<file path="src/rtl/evroute_pkg.sv">
package evroute_pkg;
  localparam int NUM_ACT = 3;

  typedef enum logic [1:0] {
    ACT_ALLOC = 2'd0,
    ACT_WB    = 2'd1,
    ACT_DROP  = 2'd2
  } actIdx_e;

  typedef struct packed {
    logic               evStb;
    logic [NUM_ACT-1:0] actSel;
    logic               hitStb;
    logic               dealloc;
    logic               fillStb;
  } ctrlStb_t;
endpackage

</file>
<file path="src/rtl/evroute_ctrl.sv">
module evroute_ctrl
  import evroute_pkg::*;
(
  input  logic     clk,
  input  logic     rst_n,
  input  logic     keepHotMode,
  input  logic     evValid,
  input  logic     evLive,
  input  logic     evDirty,
  input  logic     evHot,
  input  logic     evFreeWay,
  input  logic     hitValid,
  input  logic     hitIsHit,
  input  logic     hitHot,
  output ctrlStb_t stb
);
  logic hotHeld;
  logic sendLive;
  logic [NUM_ACT-1:0] sel;

  assign hotHeld = keepHotMode & evHot;

  always_comb begin
    sel = '0;
    sendLive = 1'b0;
    if (evValid) begin
      if (evLive) begin
        sendLive = hotHeld ? evDirty : 1'b1;
        if (sendLive) sel[ACT_ALLOC] = 1'b1;
        else          sel[ACT_DROP]  = 1'b1;
      end else if (evFreeWay) begin
        sel[ACT_ALLOC] = 1'b1;
      end else if (evDirty) begin
        sel[ACT_WB] = 1'b1;
      end else begin
        sel[ACT_DROP] = 1'b1;
      end
    end
  end

  always_comb begin
    stb         = '0;
    stb.evStb   = evValid;
    stb.actSel  = sel;
    stb.hitStb  = hitValid;
    stb.dealloc = hitValid & hitIsHit & ~(keepHotMode & hitHot);
    stb.fillStb = hitValid & ~hitIsHit;
  end


  sel_single_chk: assert property (@(posedge clk) disable iff (!rst_n)
    evValid |-> $countones(stb.actSel) == 1);


  sel_idle_chk: assert property (@(posedge clk) disable iff (!rst_n)
    !evValid |-> stb.actSel == '0);


  dead_clean_drop_chk: assert property (@(posedge clk) disable iff (!rst_n)
    (evValid && !evLive && !evFreeWay && !evDirty) |-> stb.actSel[ACT_DROP]);


  miss_no_dealloc_chk: assert property (@(posedge clk) disable iff (!rst_n)
    (hitValid && !hitIsHit) |-> (stb.fillStb && !stb.dealloc));
endmodule

</file>
<file path="src/rtl/evroute_dp.sv">
module evroute_dp
  import evroute_pkg::*;
#(
  parameter int CNT_W = 16
) (
  input  logic               clk,
  input  logic               rst_n,
  input  ctrlStb_t           stb,
  output logic               actValid,
  output logic [NUM_ACT-1:0] actOneHot,
  output logic               respValid,
  output logic               deallocOnHit,
  output logic               fillToL2,
  output logic [CNT_W-1:0]   cntVec [NUM_ACT]
);
  localparam logic [CNT_W-1:0] CNT_MAX = '1;
  localparam logic [CNT_W-1:0] CNT_ONE = {{(CNT_W-1){1'b0}}, 1'b1};

  always_ff @(posedge clk) begin
    if (!rst_n) begin
      actValid     <= 1'b0;
      actOneHot    <= '0;
      respValid    <= 1'b0;
      deallocOnHit <= 1'b0;
      fillToL2     <= 1'b0;
    end else begin
      actValid     <= stb.evStb;
      actOneHot    <= stb.evStb ? stb.actSel : '0;
      respValid    <= stb.hitStb;
      deallocOnHit <= stb.dealloc;
      fillToL2     <= stb.fillStb;
    end
  end

  for (genvar i = 0; i < NUM_ACT; i++) begin : g_cnt
    always_ff @(posedge clk) begin
      if (!rst_n)
        cntVec[i] <= '0;
      else if (stb.evStb && stb.actSel[i] && cntVec[i] != CNT_MAX)
        cntVec[i] <= cntVec[i] + CNT_ONE;
    end


    cnt_step_chk: assert property (@(posedge clk) disable iff (!rst_n)
      (stb.evStb && stb.actSel[i] && cntVec[i] != CNT_MAX)
        |=> cntVec[i] == $past(cntVec[i]) + CNT_ONE);


    cnt_hold_chk: assert property (@(posedge clk) disable iff (!rst_n)
      !(stb.evStb && stb.actSel[i]) |=> $stable(cntVec[i]));
  end


  act_onehot_chk: assert property (@(posedge clk) disable iff (!rst_n)
    actValid |-> $countones(actOneHot) == 1);


  act_follows_chk: assert property (@(posedge clk) disable iff (!rst_n)
    stb.evStb |=> actValid);


  resp_exclusive_chk: assert property (@(posedge clk) disable iff (!rst_n)
    respValid |-> !(deallocOnHit && fillToL2));
endmodule

</file>
<file path="src/rtl/evroute_top.sv">
module evroute_top
  import evroute_pkg::*;
#(
  parameter int CNT_W = 16
) (
  input  logic             clk,
  input  logic             rst_n,
  input  logic             keepHotMode,
  input  logic             evValid,
  input  logic             evLive,
  input  logic             evDirty,
  input  logic             evHot,
  input  logic             evFreeWay,
  input  logic             hitValid,
  input  logic             hitIsHit,
  input  logic             hitHot,
  output logic             actValid,
  output logic [2:0]       actOneHot,
  output logic             respValid,
  output logic             deallocOnHit,
  output logic             fillToL2,
  output logic [CNT_W-1:0] allocCount,
  output logic [CNT_W-1:0] wbCount,
  output logic [CNT_W-1:0] dropCount
);
  ctrlStb_t         stb;
  logic [CNT_W-1:0] cntVec [NUM_ACT];

  evroute_ctrl i_ctrl (
    .clk         (clk),
    .rst_n       (rst_n),
    .keepHotMode (keepHotMode),
    .evValid     (evValid),
    .evLive      (evLive),
    .evDirty     (evDirty),
    .evHot       (evHot),
    .evFreeWay   (evFreeWay),
    .hitValid    (hitValid),
    .hitIsHit    (hitIsHit),
    .hitHot      (hitHot),
    .stb         (stb)
  );

  evroute_dp #(.CNT_W(CNT_W)) i_dp (
    .clk          (clk),
    .rst_n        (rst_n),
    .stb          (stb),
    .actValid     (actValid),
    .actOneHot    (actOneHot),
    .respValid    (respValid),
    .deallocOnHit (deallocOnHit),
    .fillToL2     (fillToL2),
    .cntVec       (cntVec)
  );

  assign allocCount = cntVec[ACT_ALLOC];
  assign wbCount    = cntVec[ACT_WB];
  assign dropCount  = cntVec[ACT_DROP];
endmodule

</file>
<file path="config.mk">
export PLATFORM = sky130hd
export DESIGN_NAME = evroute_top
export DESIGN_NICKNAME = d
export VERILOG_FILES = /design/src/rtl/evroute_pkg.sv /design/src/rtl/evroute_ctrl.sv /design/src/rtl/evroute_dp.sv /design/src/rtl/evroute_top.sv
export SDC_FILE = /design/constraint.sdc
export NUM_CORES = 1
export LEC_CHECK = 0
export ABC_AREA = 1
export BUFFER_PORTS_ARGS = -buffer_cell sky130_fd_sc_hd__buf_2
export CELL_PAD_IN_SITES_DETAIL_PLACEMENT = 0
export CELL_PAD_IN_SITES_GLOBAL_PLACEMENT = 1
export CORE_UTILIZATION = 30
export DETAILED_ROUTE_END_ITERATION = 16
export PLACE_DENSITY = 0.68
export SYNTH_ARGS = -nofsm -noshare
export SYNTH_HDL_FRONTEND = slang
export SYNTH_HIERARCHICAL = 1
export SYNTH_SLANG_ARGS = --single-unit
</file>
<file path="constraint.sdc">
create_clock -name clk -period 2.41 [get_ports clk]
set_input_delay 0.3615 -clock clk [delete_from_list [all_inputs] [get_ports clk]]
set_output_delay 0.3615 -clock clk [all_outputs]
set_load 0.05 [all_outputs]
</file>
==> impl_metrics.tcl <==
set metrics [dict create \
    leakagePower_nw 1.55 \
    synth_area_mm2 0.00300 \
    finalInstanceArea_mm2 0.00357 \
    p_per_area_mw_per_mm2 497 \
    cts_resized 0 \
    internal_power_mw 1.36 \
    status "complete, no violations" \
    vias 3061 \
    path_clk_slew_ns 0.11 \
    fin_nets 555 \
    crit_type "reg -> reg" \
    met2_usage_pct 26.2 \
    crit_buf_inv 1 \
    globalplace.congestion 0.790 \
    rsz0062_at_grt "no" \
    die-area_mm2 0.0104 \
    whs_ns 0.263 \
    multi_input_area_mm2 0.00168 \
    worst_ep_required_time_ns 2.66 \
    relSlewSlack_pct 67.3 \
    start_kind "flip-flop" \
    final_cell_mix "138 x nand2_1, 124 x nor2_1, 65 x buf_2" \
    synth_area_leaders "dfxtp_1 37%, nand2_1 17%, nor2_1 16%" \
    worst_slew_pin_slew_ns 0.490 \
    routed_wl_um 7550 \
    vias_per_cell 4.53 \
    drt_iter0_drc 90 \
    drv_slew 0 \
    fmax_ghz 0.592 \
    grtUsageMet3_pct 2.39 \
    clk_latency_ns 0.31 \
    wl_per_cell_um 11.2 \
    synthCells 478 \
    die_x_um 102 \
    seq_power_share_pct 52.0 \
    die_y_um 102 \
    skew_ns 0.0106 \
    use_met1_pct 20.3 \
    path_cells "ha_1 -> inv_1 -> nor2_1 -> nand2_1 -> nor2_1 -> nor2_1 -> nand2_1 -> nand2_1 -> nor2_1" \
    initial_core_util_pct 30.8 \
    grt_pass1_wl_um 12800 \
    io_pins 66 \
    final_common_cell "nand2_1" \
    slowest_stage "dfxtp_1" \
    power.switching_mw 0.410 \
    core_mm2 0.00973 \
    ys_warn_count 6 \
    post-cts-setup-buffers 0 \
    arrival_ns 1.94 \
    synth-seq-cells 55 \
    firstDrtPassIters 4 \
    grt_usage_pct 15.3 \
    h-tree-depth 2 \
    diodes 0 \
    pwr-share-comb_pct 6.2 \
    drc 0 \
    cts_buffer_depth 2 \
    gr-total-overflow 0 \
    cp-startpoint "i_dp/cntVec[16]$_SDFFE_PN0P_" \
    slowest_delay_ns 0.44 \
    hp-class "in -> reg" \
    port_buffers 65 \
    min_period_over_period_pct 70.1 \
    synth_top_area_share_pct 36.7 \
    antenna_found_initial 0 \
    setup_viol 0 \
    timing.final.crit_period_ns 1.69 \
    area_delta_synth_final_pct 19.0 \
    drive_gt1_share_pct 18.5 \
    seqCellArea_mm2 0.00110 \
    cts_tree "done" \
    switching_share_pct 23.1 \
    worstHoldStart "hitValid" \
    clockRootBuffer "clkbuf_8" \
    timing.rr.start "i_dp/cntVec[16]$_SDFFE_PN0P_" \
    rows 36 \
    grt_max_degree 23 \
    ys_types 24 \
    clock_sinks 55 \
    synth_area_per_cell_um2 6.27 \
    hold_violations 0 \
    yosysSeqAreaShare_pct 36.7 \
    grt_pass1_vias 2770 \
    num-fill-cells 1112 \
    cpMostUsedCell "nor2_1" \
    synth.largest_area_cell "dfxtp_1" \
    peakVddDrop_uv 236 \
    cp_top_family "simple AND/OR/NAND/NOR gates" \
    cts_hold_buf 0 \
    antenna_left 0 \
    hpwlAfterDp_um 5660 \
    cts_buffers 5 \
    crit_fanout 5 \
    grt.busiest_layer "met2" \
    cp-end-kind "flip-flop" \
    pwr-share-clk_pct 41.7 \
    place_area_mm2 0.00343 \
    maxCapViolCount 0 \
    fin_tns_setup_ns 0 \
    synth_nets 492 \
]
## final timing paths
path,endpoint,slack (ns),cells after the start
setup / recovery,i_dp/cntVec[17]$_SDFFE_PN0P_,0.72,9
hold / removal,i_dp/respValid$_SDFF_PN0_,0.26,3
setup reg to reg,i_dp/cntVec[17]$_SDFFE_PN0P_,0.72,9
hold reg to reg,i_dp/cntVec[24]$_SDFFE_PN0P_,0.51,2
## tightest hold or removal path, stage by stage
cell,delay [ns]
buf_2,0.10
nand2_1,0.05
inv_1,0.04
## cells by family after synthesis
group	after synthesis	share of synthesized area, %
and+or+nand+nor	333	47.8
DFF	55	36.7
buffers and inverters	48	7.18
AOI/OAI and AO/OA	38	6.72
adders and majority gates	3	1.25
xor gates and xnor gates	1	0.292
## metrics by stage
stage	utilization, %	power [mW]	std cells	setup WS (ns)
after CTS	36.7	1.81	675	0.704
final	36.7	1.77	675	0.721
after floorplan	-	1.03	478	0.660
after detailed placement	35.3	1.06	667	0.614
after global placement	35.3	1.05	667	0.622
after global routing	36.7	1.84	675	0.534
## power groups by stage
stage / registers, mW / clock network [mW] / logic (mW)
after detailed placement: 0.944 / 0 / 0.112
after CTS: 0.923 / 0.776 / 0.112
final: 0.922 / 0.740 / 0.111
after floorplan: 0.971 / 0 / 0.0542
after global placement: 0.943 / 0 / 0.111
after global routing: 0.924 / 0.796 / 0.125
## routing by layer
metal  vias to the layer above  part of all wire, %
met3                         4                  4.2
met2                        55                   47
met1                      1373                   48
met4                         0                 0.68
li1                       1629                    -
met5                         -                    0
## state kept, by name (all words and copies together) (netlist names)
name / count
i_dp/actOneHot: 3
i_dp/actValid: 1
i_dp/fillToL2: 1
i_dp/cntVec: 48
i_dp/respValid: 1
i_dp/deallocOnHit: 1
## area by class of cell
type | instances | area share [%]
sequential | 55 | 30.9
tap | 133 | 4.66
inverter | 36 | 3.79
multi-input combinational | 375 | 47.1
timing repair buffer | 68 | 9.75
clock buffer | 5 | 1.93
clock inverter | 3 | 1.89
## cells in the mapped netlist (all sizes together)
master	number
dfxtp	55
nand4	6
o21ai	4
nor3	2
nand3	41
nor2b	1
ha	3
clkbuf	3
buf	9
and3	3
inv	36
xnor2	1
a21oi	34
nor2	139
nand2	141
Note: power is estimated with default switching activity, not from simulation.
